`src/rtl/fpb_pkg.sv`:
```
package fpb_pkg;
  // Controller phases: demand fetch issue/wait, prefetch issue/wait
  typedef enum logic [2:0] {
    S_IDLE   = 3'd0,
    S_D_ISS  = 3'd1,
    S_D_WAIT = 3'd2,
    S_P_ISS  = 3'd3,
    S_P_WAIT = 3'd4
  } fpb_state_e;

  localparam int unsigned FPB_LINE_BITS = 128;
  localparam int unsigned FPB_WORD_BITS = 32;
  localparam int unsigned FPB_NBUF      = 2;
  localparam int unsigned FPB_MIN_WAIT  = 3;
endpackage

```
`src/rtl/fpb_pf_gate.sv`:
```
module fpb_pf_gate #(
  parameter int NM = 4,
  parameter int MW = 2
) (
  input  logic          en_i,
  input  logic [NM-1:0] mask_i,
  input  logic          allow_instr_i,
  input  logic          allow_data_i,
  input  logic [MW-1:0] master_i,
  input  logic          instr_i,
  output logic          ok_o
);
  logic mst_ok;
  logic kind_ok;

  always_comb begin
    mst_ok  = mask_i[master_i];
    kind_ok = instr_i ? allow_instr_i : allow_data_i;
    ok_o    = en_i & mst_ok & kind_ok;
  end
endmodule

```
`src/rtl/fpb_linebuf.sv`:
```
module fpb_linebuf #(
  parameter int LW   = 20,
  parameter int LINE = 128,
  parameter int WORD = 32,
  parameter int NBUF = 2
) (
  input  logic                          clk,
  input  logic                          rst_n,
  input  logic                          clr_i,
  input  logic [LW-1:0]                 look_line_i,
  output logic                          look_hit_o,
  output logic [$clog2(NBUF)-1:0]       look_idx_o,
  input  logic [LW-1:0]                 probe_line_i,
  output logic                          probe_hit_o,
  input  logic                          touch_i,
  input  logic [$clog2(NBUF)-1:0]       touch_idx_i,
  input  logic                          fill_i,
  input  logic [$clog2(NBUF)-1:0]       fill_idx_i,
  input  logic [LW-1:0]                 fill_line_i,
  input  logic [LINE-1:0]               fill_data_i,
  input  logic [$clog2(NBUF)-1:0]       rd_idx_i,
  input  logic [$clog2(LINE/WORD)-1:0]  rd_sel_i,
  output logic [WORD-1:0]               rd_word_o,
  output logic [$clog2(NBUF)-1:0]       victim_o
);
  localparam int IW = $clog2(NBUF);

  logic [LINE-1:0] dat_all [NBUF];
  logic [LW-1:0]   tag_all [NBUF];
  logic [NBUF-1:0] vld_q, vld_d;
  logic [IW-1:0]   lru_q, lru_d;
  logic [NBUF-1:0] look_m, probe_m;

  for (genvar b = 0; b < NBUF; b++) begin : g_buf
    logic [LINE-1:0] dat_q;
    logic [LW-1:0]   tag_q;
    logic            wr_en;

    assign wr_en = fill_i && (fill_idx_i == IW'(b));

    always_ff @(posedge clk) begin
      if (wr_en) begin
        dat_q <= fill_data_i;
        tag_q <= fill_line_i;
      end
    end

    assign dat_all[b] = dat_q;
    assign tag_all[b] = tag_q;
    assign look_m[b]  = vld_q[b] && (tag_q == look_line_i);
    assign probe_m[b] = vld_q[b] && (tag_q == probe_line_i);
  end

  always_comb begin
    look_idx_o = '0;
    for (int b = 0; b < NBUF; b++) begin
      if (look_m[b]) look_idx_o = IW'(b);
    end
    look_hit_o  = |look_m;
    probe_hit_o = |probe_m;
    rd_word_o   = dat_all[rd_idx_i][rd_sel_i*WORD +: WORD];
    victim_o    = lru_q;
  end

  // next state: valid bits and replacement pointer (two-way: point at the other)
  always_comb begin
    vld_d = vld_q;
    lru_d = lru_q;
    if (fill_i) begin
      vld_d[fill_idx_i] = 1'b1;
      lru_d = ~fill_idx_i;
    end else if (touch_i) begin
      lru_d = ~touch_idx_i;
    end
    if (clr_i) vld_d = '0;
  end

  always_ff @(posedge clk or negedge rst_n) begin
    if (!rst_n) begin
      vld_q <= '0;
      lru_q <= '0;
    end else begin
      vld_q <= vld_d;
      lru_q <= lru_d;
    end
  end


  clr_empties_chk: assert property (@(posedge clk) disable iff (!rst_n)
    clr_i |=> (vld_q == '0));

  fill_valid_chk: assert property (@(posedge clk) disable iff (!rst_n)
    (fill_i && !clr_i) |=> vld_q[$past(fill_idx_i)]);

  lru_fill_chk: assert property (@(posedge clk) disable iff (!rst_n)
    fill_i |=> (lru_q != $past(fill_idx_i)));
endmodule

```
`src/rtl/flash_pfbuf.sv`:
```
module flash_pfbuf
  import fpb_pkg::*;
#(
  parameter int AW = 24,
  parameter int NM = 4,
  parameter int MW = 2,
  parameter int WW = 4
) (
  input  logic                     clk,
  input  logic                     rst_n,
  input  logic                     req_valid,
  input  logic [AW-1:0]            req_addr,
  input  logic [MW-1:0]            req_master,
  input  logic                     req_instr,
  output logic                     req_ready,
  output logic [FPB_WORD_BITS-1:0] rd_data,
  output logic                     ary_req,
  output logic [AW-5:0]            ary_addr,
  input  logic                     ary_done,
  input  logic [FPB_LINE_BITS-1:0] ary_line,
  input  logic                     cfg_pf_en,
  input  logic [NM-1:0]            cfg_mst_mask,
  input  logic                     cfg_pf_instr,
  input  logic                     cfg_pf_data,
  input  logic [WW-1:0]            cfg_wait,
  input  logic                     cfg_write,
  input  logic                     inv_all
);
  localparam int LW = AW - 4;
  localparam int IW = $clog2(FPB_NBUF);
  localparam int SW = $clog2(FPB_LINE_BITS / FPB_WORD_BITS);
  localparam int CW = WW + 1;

  fpb_state_e    state_q, state_d;
  logic [CW-1:0] cnt_q, cnt_d;
  logic [IW-1:0] vic_q, vic_d;
  logic          got_q, got_d;
  logic [LW-1:0] dl_q, dl_d;
  logic [LW-1:0] pfl_q, pfl_d;
  logic          pend_q, pend_d;
  logic [LW-1:0] pendl_q, pendl_d;

  logic [LW-1:0] req_line;
  logic [SW-1:0] req_sel;
  logic          look_hit, probe_hit, pf_ok;
  logic [IW-1:0] look_idx, victim, rd_idx;
  logic          serve_hit, dw_done, trig, fill_en, clr;
  logic          unused_lsb;

  assign req_line   = req_addr[AW-1:4];
  assign req_sel    = req_addr[3:2];
  assign unused_lsb = ^req_addr[1:0];
  assign clr        = cfg_write | inv_all;

  fpb_pf_gate #(.NM(NM), .MW(MW)) u_gate (
    .en_i(cfg_pf_en), .mask_i(cfg_mst_mask), .allow_instr_i(cfg_pf_instr),
    .allow_data_i(cfg_pf_data), .master_i(req_master), .instr_i(req_instr),
    .ok_o(pf_ok)
  );

  fpb_linebuf #(.LW(LW), .LINE(FPB_LINE_BITS), .WORD(FPB_WORD_BITS), .NBUF(FPB_NBUF)) u_buf (
    .clk(clk), .rst_n(rst_n), .clr_i(clr),
    .look_line_i(req_line), .look_hit_o(look_hit), .look_idx_o(look_idx),
    .probe_line_i(pendl_q), .probe_hit_o(probe_hit),
    .touch_i(serve_hit), .touch_idx_i(look_idx),
    .fill_i(fill_en), .fill_idx_i(vic_q),
    .fill_line_i((state_q == S_D_WAIT) ? dl_q : pfl_q), .fill_data_i(ary_line),
    .rd_idx_i(rd_idx), .rd_sel_i(req_sel), .rd_word_o(rd_data),
    .victim_o(victim)
  );

  always_comb begin
    serve_hit = req_valid && look_hit &&
                (state_q != S_D_ISS) && (state_q != S_D_WAIT);
    dw_done   = (state_q == S_D_WAIT) && got_q && (cnt_q == '0);
    req_ready = serve_hit | dw_done;
    rd_idx    = dw_done ? vic_q : look_idx;
    trig      = req_ready && pf_ok;
    fill_en   = ary_done && ((state_q == S_D_WAIT) || (state_q == S_P_WAIT));
    ary_req   = (state_q == S_D_ISS) || (state_q == S_P_ISS);
    ary_addr  = (state_q == S_D_ISS) ? dl_q : pfl_q;
  end

  // next-state process
  always_comb begin
    state_d = state_q;
    cnt_d   = cnt_q;
    vic_d   = vic_q;
    got_d   = got_q;
    dl_d    = dl_q;
    pfl_d   = pfl_q;
    pend_d  = pend_q;
    pendl_d = pendl_q;
    if (((state_q == S_D_ISS) || (state_q == S_D_WAIT)) && (cnt_q != '0))
      cnt_d = cnt_q - CW'(1);
    unique case (state_q)
      S_IDLE: begin
        if (req_valid && !look_hit) begin
          state_d = S_D_ISS;
          dl_d    = req_line;
          cnt_d   = CW'(cfg_wait) + CW'(FPB_MIN_WAIT - 1);
          vic_d   = victim;
          got_d   = 1'b0;
        end else if (pend_q) begin
          pend_d = 1'b0;
          if (!probe_hit) begin
            state_d = S_P_ISS;
            pfl_d   = pendl_q;
            vic_d   = victim;
          end
        end
      end
      S_D_ISS:  state_d = S_D_WAIT;
      S_D_WAIT: begin
        if (ary_done) got_d = 1'b1;
        if (dw_done)  state_d = S_IDLE;
      end
      S_P_ISS:  state_d = S_P_WAIT;
      S_P_WAIT: if (ary_done) state_d = S_IDLE;
      default:  state_d = S_IDLE;
    endcase
    if (trig) begin
      pend_d  = 1'b1;
      pendl_d = req_line + LW'(1);
    end
  end

  always_ff @(posedge clk or negedge rst_n) begin
    if (!rst_n) begin
      state_q <= S_IDLE;
      cnt_q   <= '0;
      got_q   <= 1'b0;
      pend_q  <= 1'b0;
    end else begin
      state_q <= state_d;
      cnt_q   <= cnt_d;
      got_q   <= got_d;
      pend_q  <= pend_d;
    end
  end

  always_ff @(posedge clk) begin
    vic_q   <= vic_d;
    dl_q    <= dl_d;
    pfl_q   <= pfl_d;
    pendl_q <= pendl_d;
  end


  miss_fwd_chk: assert property (@(posedge clk) disable iff (!rst_n)
    (state_q == S_IDLE && req_valid && !look_hit)
      |=> (ary_req && ary_addr == $past(req_line)));

  no_early_chk: assert property (@(posedge clk) disable iff (!rst_n)
    (state_q == S_D_ISS) |=> !req_ready);

  one_out_chk: assert property (@(posedge clk) disable iff (!rst_n)
    ary_req |=> !ary_req);

  pf_return_chk: assert property (@(posedge clk) disable iff (!rst_n)
    (state_q == S_P_WAIT && ary_done) |=> (state_q == S_IDLE));
endmodule

```
`config.mk`:
```
export PLATFORM = sky130hd
export DESIGN_NAME = flash_pfbuf
export DESIGN_NICKNAME = d
export VERILOG_FILES = /design/src/rtl/fpb_pkg.sv /design/src/rtl/fpb_pf_gate.sv /design/src/rtl/fpb_linebuf.sv /design/src/rtl/flash_pfbuf.sv
export SDC_FILE = /design/constraint.sdc
export NUM_CORES = 1
export LEC_CHECK = 0
export BUFFER_PORTS_ARGS = -buffer_cell sky130_fd_sc_hd__buf_4
export CORE_MARGIN = 3
export CORE_UTILIZATION = 35
export CTS_BUF_LIST = sky130_fd_sc_hd__clkbuf_8
export DETAILED_ROUTE_END_ITERATION = 8
export REMOVE_ABC_BUFFERS = 1
export SLEW_MARGIN = 20
export SYNTH_ARGS = -nofsm -noshare
export SYNTH_HDL_FRONTEND = slang
export SYNTH_HIERARCHICAL = 1
export SYNTH_SLANG_ARGS = --single-unit
```
`constraint.sdc`:
```
create_clock -name clk -period 10.65 [get_ports clk]
set_clock_uncertainty 0.2 [all_clocks]
set_input_delay 1.065 -clock clk [delete_from_list [all_inputs] [get_ports clk]]
set_output_delay 1.065 -clock clk [all_outputs]
set_load 0.005 [all_outputs]
```
[After elaboration in Yosys (flattened, before gate mapping)]
Cells that the tools add are included.
Storage, ports and cells
  flip-flop bits (word level): 370
  input bits: 172
  output and inout port bits: 54
  word-level logic and storage cells: 120
Operators by class
  add/subtract/negate cells: 3
  order comparisons: 4
  eq/ne operators: 18
  shifts and indexed selects: 1
  multiplexer cells: 34
  bitwise logic cells: 10
  reduce and logical (&&, ||, !) cells: 36
Operators by type and width (number)
  $mux 128: 3
  $shiftx 128x8->32: 1
  $eq 20x20->1: 4
  $mux 20: 2
  $add 20x1->20 const B: 1
  $logic_and 1x1->1: 16
  $mux 1: 15
  $mux 3: 5
  $mux 5: 3
  $pmux 3 s5: 1
  $ne 2x2->1 const B: 5
  $reduce_bool 2->1: 5
  $reduce_and 4->1: 2
  $eq 3x2->1 const B: 2
  $ne 3x3->1 const B: 2
  $reduce_and 3->1: 2
  $add 4x2->5 const B: 1
  $logic_not 5->1: 1
  $reduce_bool 5->1: 1
  $sub 5x1->5 const B: 1
  $mux 2: 2
  $not 1->1: 4
  $reduce_and 2->1: 2
  $reduce_or 2->1: 2
  other kinds (19): 23

[Longest topological paths before layout]
  word-level depth: 10
  mapped depth: 10
  gate-level depth less buffers: 10

[Cells and area by module]
The synthesis kept the hierarchy.
By module, submodules not included
  fpb_linebuf: instances 1, cells each 534, area each 11969.0 um^2
  flash_pfbuf: instances 1, cells each 226, area each 3320.7 um^2
  fpb_pf_gate: instances 1, cells each 3, area each 40.0 um^2

[Worst setup path after synthesis]
No wires, ideal clock.
  path kind: input port to flip-flop
  start point: in ary_done
  end point: reg u_buf.g_buf[0].dat_q[0] (enable)
  library setup time: 0.676 ns
  arrival time: 7.899 ns
  path slack: 1.875 ns
  stages: 3
  path buffers: 0
  cells stage by stage: inv_1 > nor3_1 > nor2b_1
On the way
  longest elaborated chain between the ends: 2
Ends and longest elaborated chain
  start: declaration: RTL line flash_pfbuf.sv:19  | input logic ary_done,
  $logic_and 1x1->1: RTL line flash_pfbuf.sv:79  | fill_en = ary_done && ((state_q == S_D_WAIT) || (state_q == S_P_WAIT));
  named net fill_en: RTL line flash_pfbuf.sv:47  | logic serve_hit, dw_done, trig, fill_en, clr;
  $logic_and 1x1->1: RTL line fpb_linebuf.sv:39  | assign wr_en = fill_i && (fill_idx_i == IW'(b));
  named net u_buf.g_buf[0].wr_en: RTL line fpb_linebuf.sv:37  | logic wr_en;
  end signal: assignment: RTL line fpb_linebuf.sv:43  | dat_q <= fill_data_i;
  end: declaration: RTL line fpb_linebuf.sv:35  | logic [LINE-1:0] dat_q;
The timed path passes the listed nets, and every way through them passes these cells.
A chain may end at the register's enable or synchronous reset.

[Worst setup path in the final report]
  start point: in req_addr[13]
  end point: out rd_data[7]
On the way
  longest elaborated chain between the ends: 9
Ends and longest elaborated chain
  start: declaration: RTL line flash_pfbuf.sv:12  | input logic [AW-1:0] req_addr,
  $eq 20x20->1: RTL line fpb_linebuf.sv:50  | assign look_m[b] = vld_q[b] && (tag_q == look_line_i);
  $logic_and 1x1->1: RTL line fpb_linebuf.sv:50
  $mux 1: RTL line fpb_linebuf.sv:57  | if (look_m[b]) look_idx_o = IW'(b);
  named net look_idx: RTL line flash_pfbuf.sv:46  | logic [IW-1:0] look_idx, victim, rd_idx;
  $mux 1: RTL line flash_pfbuf.sv:77  | rd_idx = dw_done ? vic_q : look_idx;
  named net rd_idx: RTL line flash_pfbuf.sv:46
  $not 1->2 (not written as such): RTL line fpb_linebuf.sv:61  | rd_word_o = dat_all[rd_idx_i][rd_sel_i*WORD +: WORD];
  $mux 128 (not written as such) (3 in a row): RTL line fpb_linebuf.sv:61
  $shiftx 128x8->32: RTL line fpb_linebuf.sv:61
  end: declaration: RTL line flash_pfbuf.sv:16  | output logic [FPB_WORD_BITS-1:0] rd_data,
The timed path passes the listed nets, and every way through them passes these cells. The select of a mux whose other input is x is not followed.

==> reports/results.txt <==
In the layout the commonest cells are sky130_fd_sc_hd__edfxtp_1 (357), sky130_fd_sc_hd__buf_4 (231), sky130_fd_sc_hd__xor2_1 (79). The tools report the I/O pin count as 226. Detailed placement ended at an HPWL of 22,100 um. Switching power of the nets: 1.06 mW.

For this design, the CTS-stage hold fixing added 0 buffers. CTS saw 370 sinks. Combinational cells account for 18.3% of the total power.

The logs give 35.5% for the effective utilization at floorplan and 14.6% for the combined global-route utilization of all metal layers. Sort of element at the end of the critical path: an output pin. Entering global routing, the biggest net connects 65 pins.

First-pass GRT wire length: 51,300 um. Summed over all layers, the routed wires come to 33,900 um. STA classifies the critical path startpoint as an input pin. The growth of design area from synthesis to finish is 23.1%. The number of flops mapped to enable cells by yosys is 357, and the fraction of post-synthesis cell area in the top cell type by area is 69.9%. The post-route netlist has 39.2% of its cells at a drive strength greater than 1. The global-route congestion overflow total was 0. The floorplan step set the die width to 215 um. The largest total area in the synthesized netlist belongs to sky130_fd_sc_hd__edfxtp_1. The final-layout setup total negative slack is 0 ns, and the met3 capacity usage during global routing is 4.17%.

Clock-pin slew was measured on the worst setup and hold paths at 0.06 ns. Maximum vdd drop: 0.000104 V. The kind of critical path is in -> out. The run gives 8,692 as the number of global-route vias before repair. The path class of the tightest hold or removal check is in -> async. During synthesis, Yosys emitted a total of 6 warnings. After synthesis, the netlist uses 44 different library cells. For the post-CTS setup buffer count, the log shows 0.

The die height was 215 um; the largest stage delay on the critical path was 0.77 ns. For the count of final setup violators, the log shows 0. Of all nets on the critical path, the largest fanout is 50. For the core area, the log shows 43,200 sq um. After detailed routing, the number of remaining DRC violations is 0. TritonCTS built the clock tree. The met2 demand-to-capacity share in global routing came out at 24.0%. By instance count, the cell type seen most on the critical path is sky130_fd_sc_hd__buf_4. The data required time at the worst endpoint was 9.39 ns; the total of cells resized after clock tree synthesis was 0.

For the number of buffers created by CTS, the log shows 67. The floorplan step defined a die boundary enclosing 46,300 sq um. The first routing iteration left 515 violations. Number of antenna violations at the first check in global routing: 2. The run gives 8,117 as the routed via count.

Of the total power, the share spent switching nets is 26.8%. Static timing analysis puts the maximum clock frequency at 0.168 GHz. For this design the static power due to leakage is 6.66 nW. The tools report the worst-case hold slack as 0.110 ns. Global routing usage on met1: 18.5%. For the power share of the clock group, the log shows 30.5%.

The tools report the cell-internal power as 2.89 mW. In this run the tightest slew margin relative to its limit is 35.3%. The share of total power dissipated in sequential elements is 51.1%. The run finished with clean final reports. The total of buffers placed on input and output ports was 223. Of the synthesized area, sequential elements account for 72.1%.

The layer flagged by global routing as most heavily used is met2. The run gives 0 as the hold violation total from the final report. In this run, synthesis produced a sequential element count of 370. The logs give 76 for the number of rows created at floorplan and 0.830 for the placer congestion estimate. Most used flip-flop cell after synthesis: sky130_fd_sc_hd__edfxtp_1. The root buffer cell was sky130_fd_sc_hd__clkbuf_8.

The post-detailed-route wirelength per cell came out at 20.3 um. Ranked by total cell area, the synthesized netlist is headed by sky130_fd_sc_hd__edfxtp_1 (70%), sky130_fd_sc_hd__mux4_1 (6.9%), sky130_fd_sc_hd__mux2_2 (5.4%). Data on the critical path arrives at its endpoint at 4.67 ns.

The synthesized netlist occupies a cell area of 15,300 sq um. Max-slew violation total from the final report: 0. After detailed routing, the number of vias per cell comes to 4.85.

The most common cell after layout, fill and taps aside is sky130_fd_sc_hd__edfxtp_1. Counting I/O delays and the setup requirement, the final critical path takes 5.93 ns. Setup repair after global routing left no endpoint under its margin. The H-tree was split into 3 levels. Length of the first detailed-routing pass in iterations: 5. Clock latency on the worst-skew pair, taken at its later pin, is 0.60 ns.

For the number of nets in the layout, the log shows 1,213. The remaining antenna violation count is 0, and the post-synthesis instance total is 763. Mean post-synth cell area: 20.1 sq um. Walking the worst path, the cells encountered are buf_4, xor2_1, nor4_1, nand4_1, nor2_1, mux2_4, buf_4, mux4_1, mux2_2, buf_4. Counting along the longest clock path gives a buffer depth of 3.

For this design the ratio of total power to cell area is 209 nW/um^2. The run gives 6.74 ns as the register-to-register setup slack. Across the run, the number of max-cap violations was 0. The slowest stage of the critical path belongs to the cell sky130_fd_sc_hd__buf_4. For the pin with the worst max-slew slack, the measured transition is 0.969 ns. The share of synthesized flip-flops with an asynchronous set or reset was 3.51%. The share of the clock period used by the worst path was 55.7%. The run gives 43.7% as the core occupancy in the finished layout.
[worst max-delay path: cells and delay by family]
| family | cells | cell delay [ns] |
|---|---|---|
| XOR/XNOR | 1 | 0.17 |
| buffers and inverters | 3 | 1.06 |
| multiplexers | 3 | 1.36 |
| AND/OR/NAND/NOR | 3 | 0.95 |
[worst paths after layout]
check                                                start                            endpoint  cells after the start
min in group clk                u_buf/victim_o$_DFFE_PN0P_                     vic_q$_DFFE_PP_                      0
max in group asynchronous                            rst_n          u_buf/vld_q[0]$_DFFE_PN0P_                      1
worst min register to register  u_buf/victim_o$_DFFE_PN0P_                     vic_q$_DFFE_PP_                      0
worst min-delay path                                 rst_n          u_buf/vld_q[1]$_DFFE_PN0P_                      1
worst max register to register      state_q[2]$_DFFE_PN0P_  u_buf/g_buf[0].dat_q[17]$_DFFE_PP_                      6
worst max-delay path                          req_addr[13]                          rd_data[7]                     10
[area by class of cell]
class,instances,area (sq um)
Antenna cell,1,2.50
Multi-Input combinational cell,361,4120
Fill cell,3856,24300
Clock inverter,47,233
Sequential cell,370,11000
Timing Repair Buffer,232,1750
Inverter,6,22.5
Clock buffer,70,963
Tap cell,585,732
[sequential cells by signal, indices dropped and copies added, names as in the netlist]
signal	count
u_buf/g_buf.dat_q	256
u_buf/vld_q	2
pendl_q	20
pend_q	1
u_buf/victim_o	1
u_buf/g_buf.tag_q	40
got_q	1
cnt_q	5
state_q	3
pfl_q	20
vic_q	1
dl_q	20
[logic make-up after synthesis]
| family | Yosys count | synth area share, % |
|---|---|---|
| buffers and inverters | 32 | 1.27 |
| multiplexers | 140 | 16.0 |
| AND/OR/NAND/NOR | 98 | 3.79 |
| flip-flops | 370 | 72.1 |
| adder cells (fa/ha/maj) | 3 | 0.245 |
| XOR/XNOR | 104 | 5.94 |
| AO/OA/AOI/OAI | 16 | 0.677 |
[power groups by stage]
| stage | combinational, mW | clock (mW) | sequential [mW] |
|---|---|---|---|
| floorplan | 0.434 | 0 | 2.07 |
| global placement | 0.729 | 0 | 2.04 |
| detailed placement | 0.742 | 0 | 2.05 |
| CTS | 0.745 | 1.26 | 2.02 |
| global route | 0.796 | 1.33 | 2.05 |
| finish | 0.724 | 1.21 | 2.02 |
[routing by layer]
layer	routed length (um)	share of wire, %	vias up
met4	779	2.3	2
met1	14200	42	4065
met3	2410	7.1	54
met5	17	0.050	-
met2	16500	49	335
li1	-	-	3661
[Yosys cell counts (all sizes together) (9+ instances only)]
library cell  number
mux2              74
mux4              65
buf               23
dfrtp             13
nand3              9
nor2              15
edfxtp           357
nand2             11
xor2              79
nor4              19
xnor2             25
nand4             13
[metrics by stage]
stage               total power, mW  area, sq um  std cells  setup WS [ns]
floorplan                      2.50        15200        737           1.88
global placement               2.77        17600       1553           4.66
detailed placement             2.79        17700       1554           4.69
CTS                            4.03        18900       1671           4.67
global route                   4.17        18900       1671           4.54
finish                         3.95        18900       1672           4.72
(Power assumes the default switching activity.)
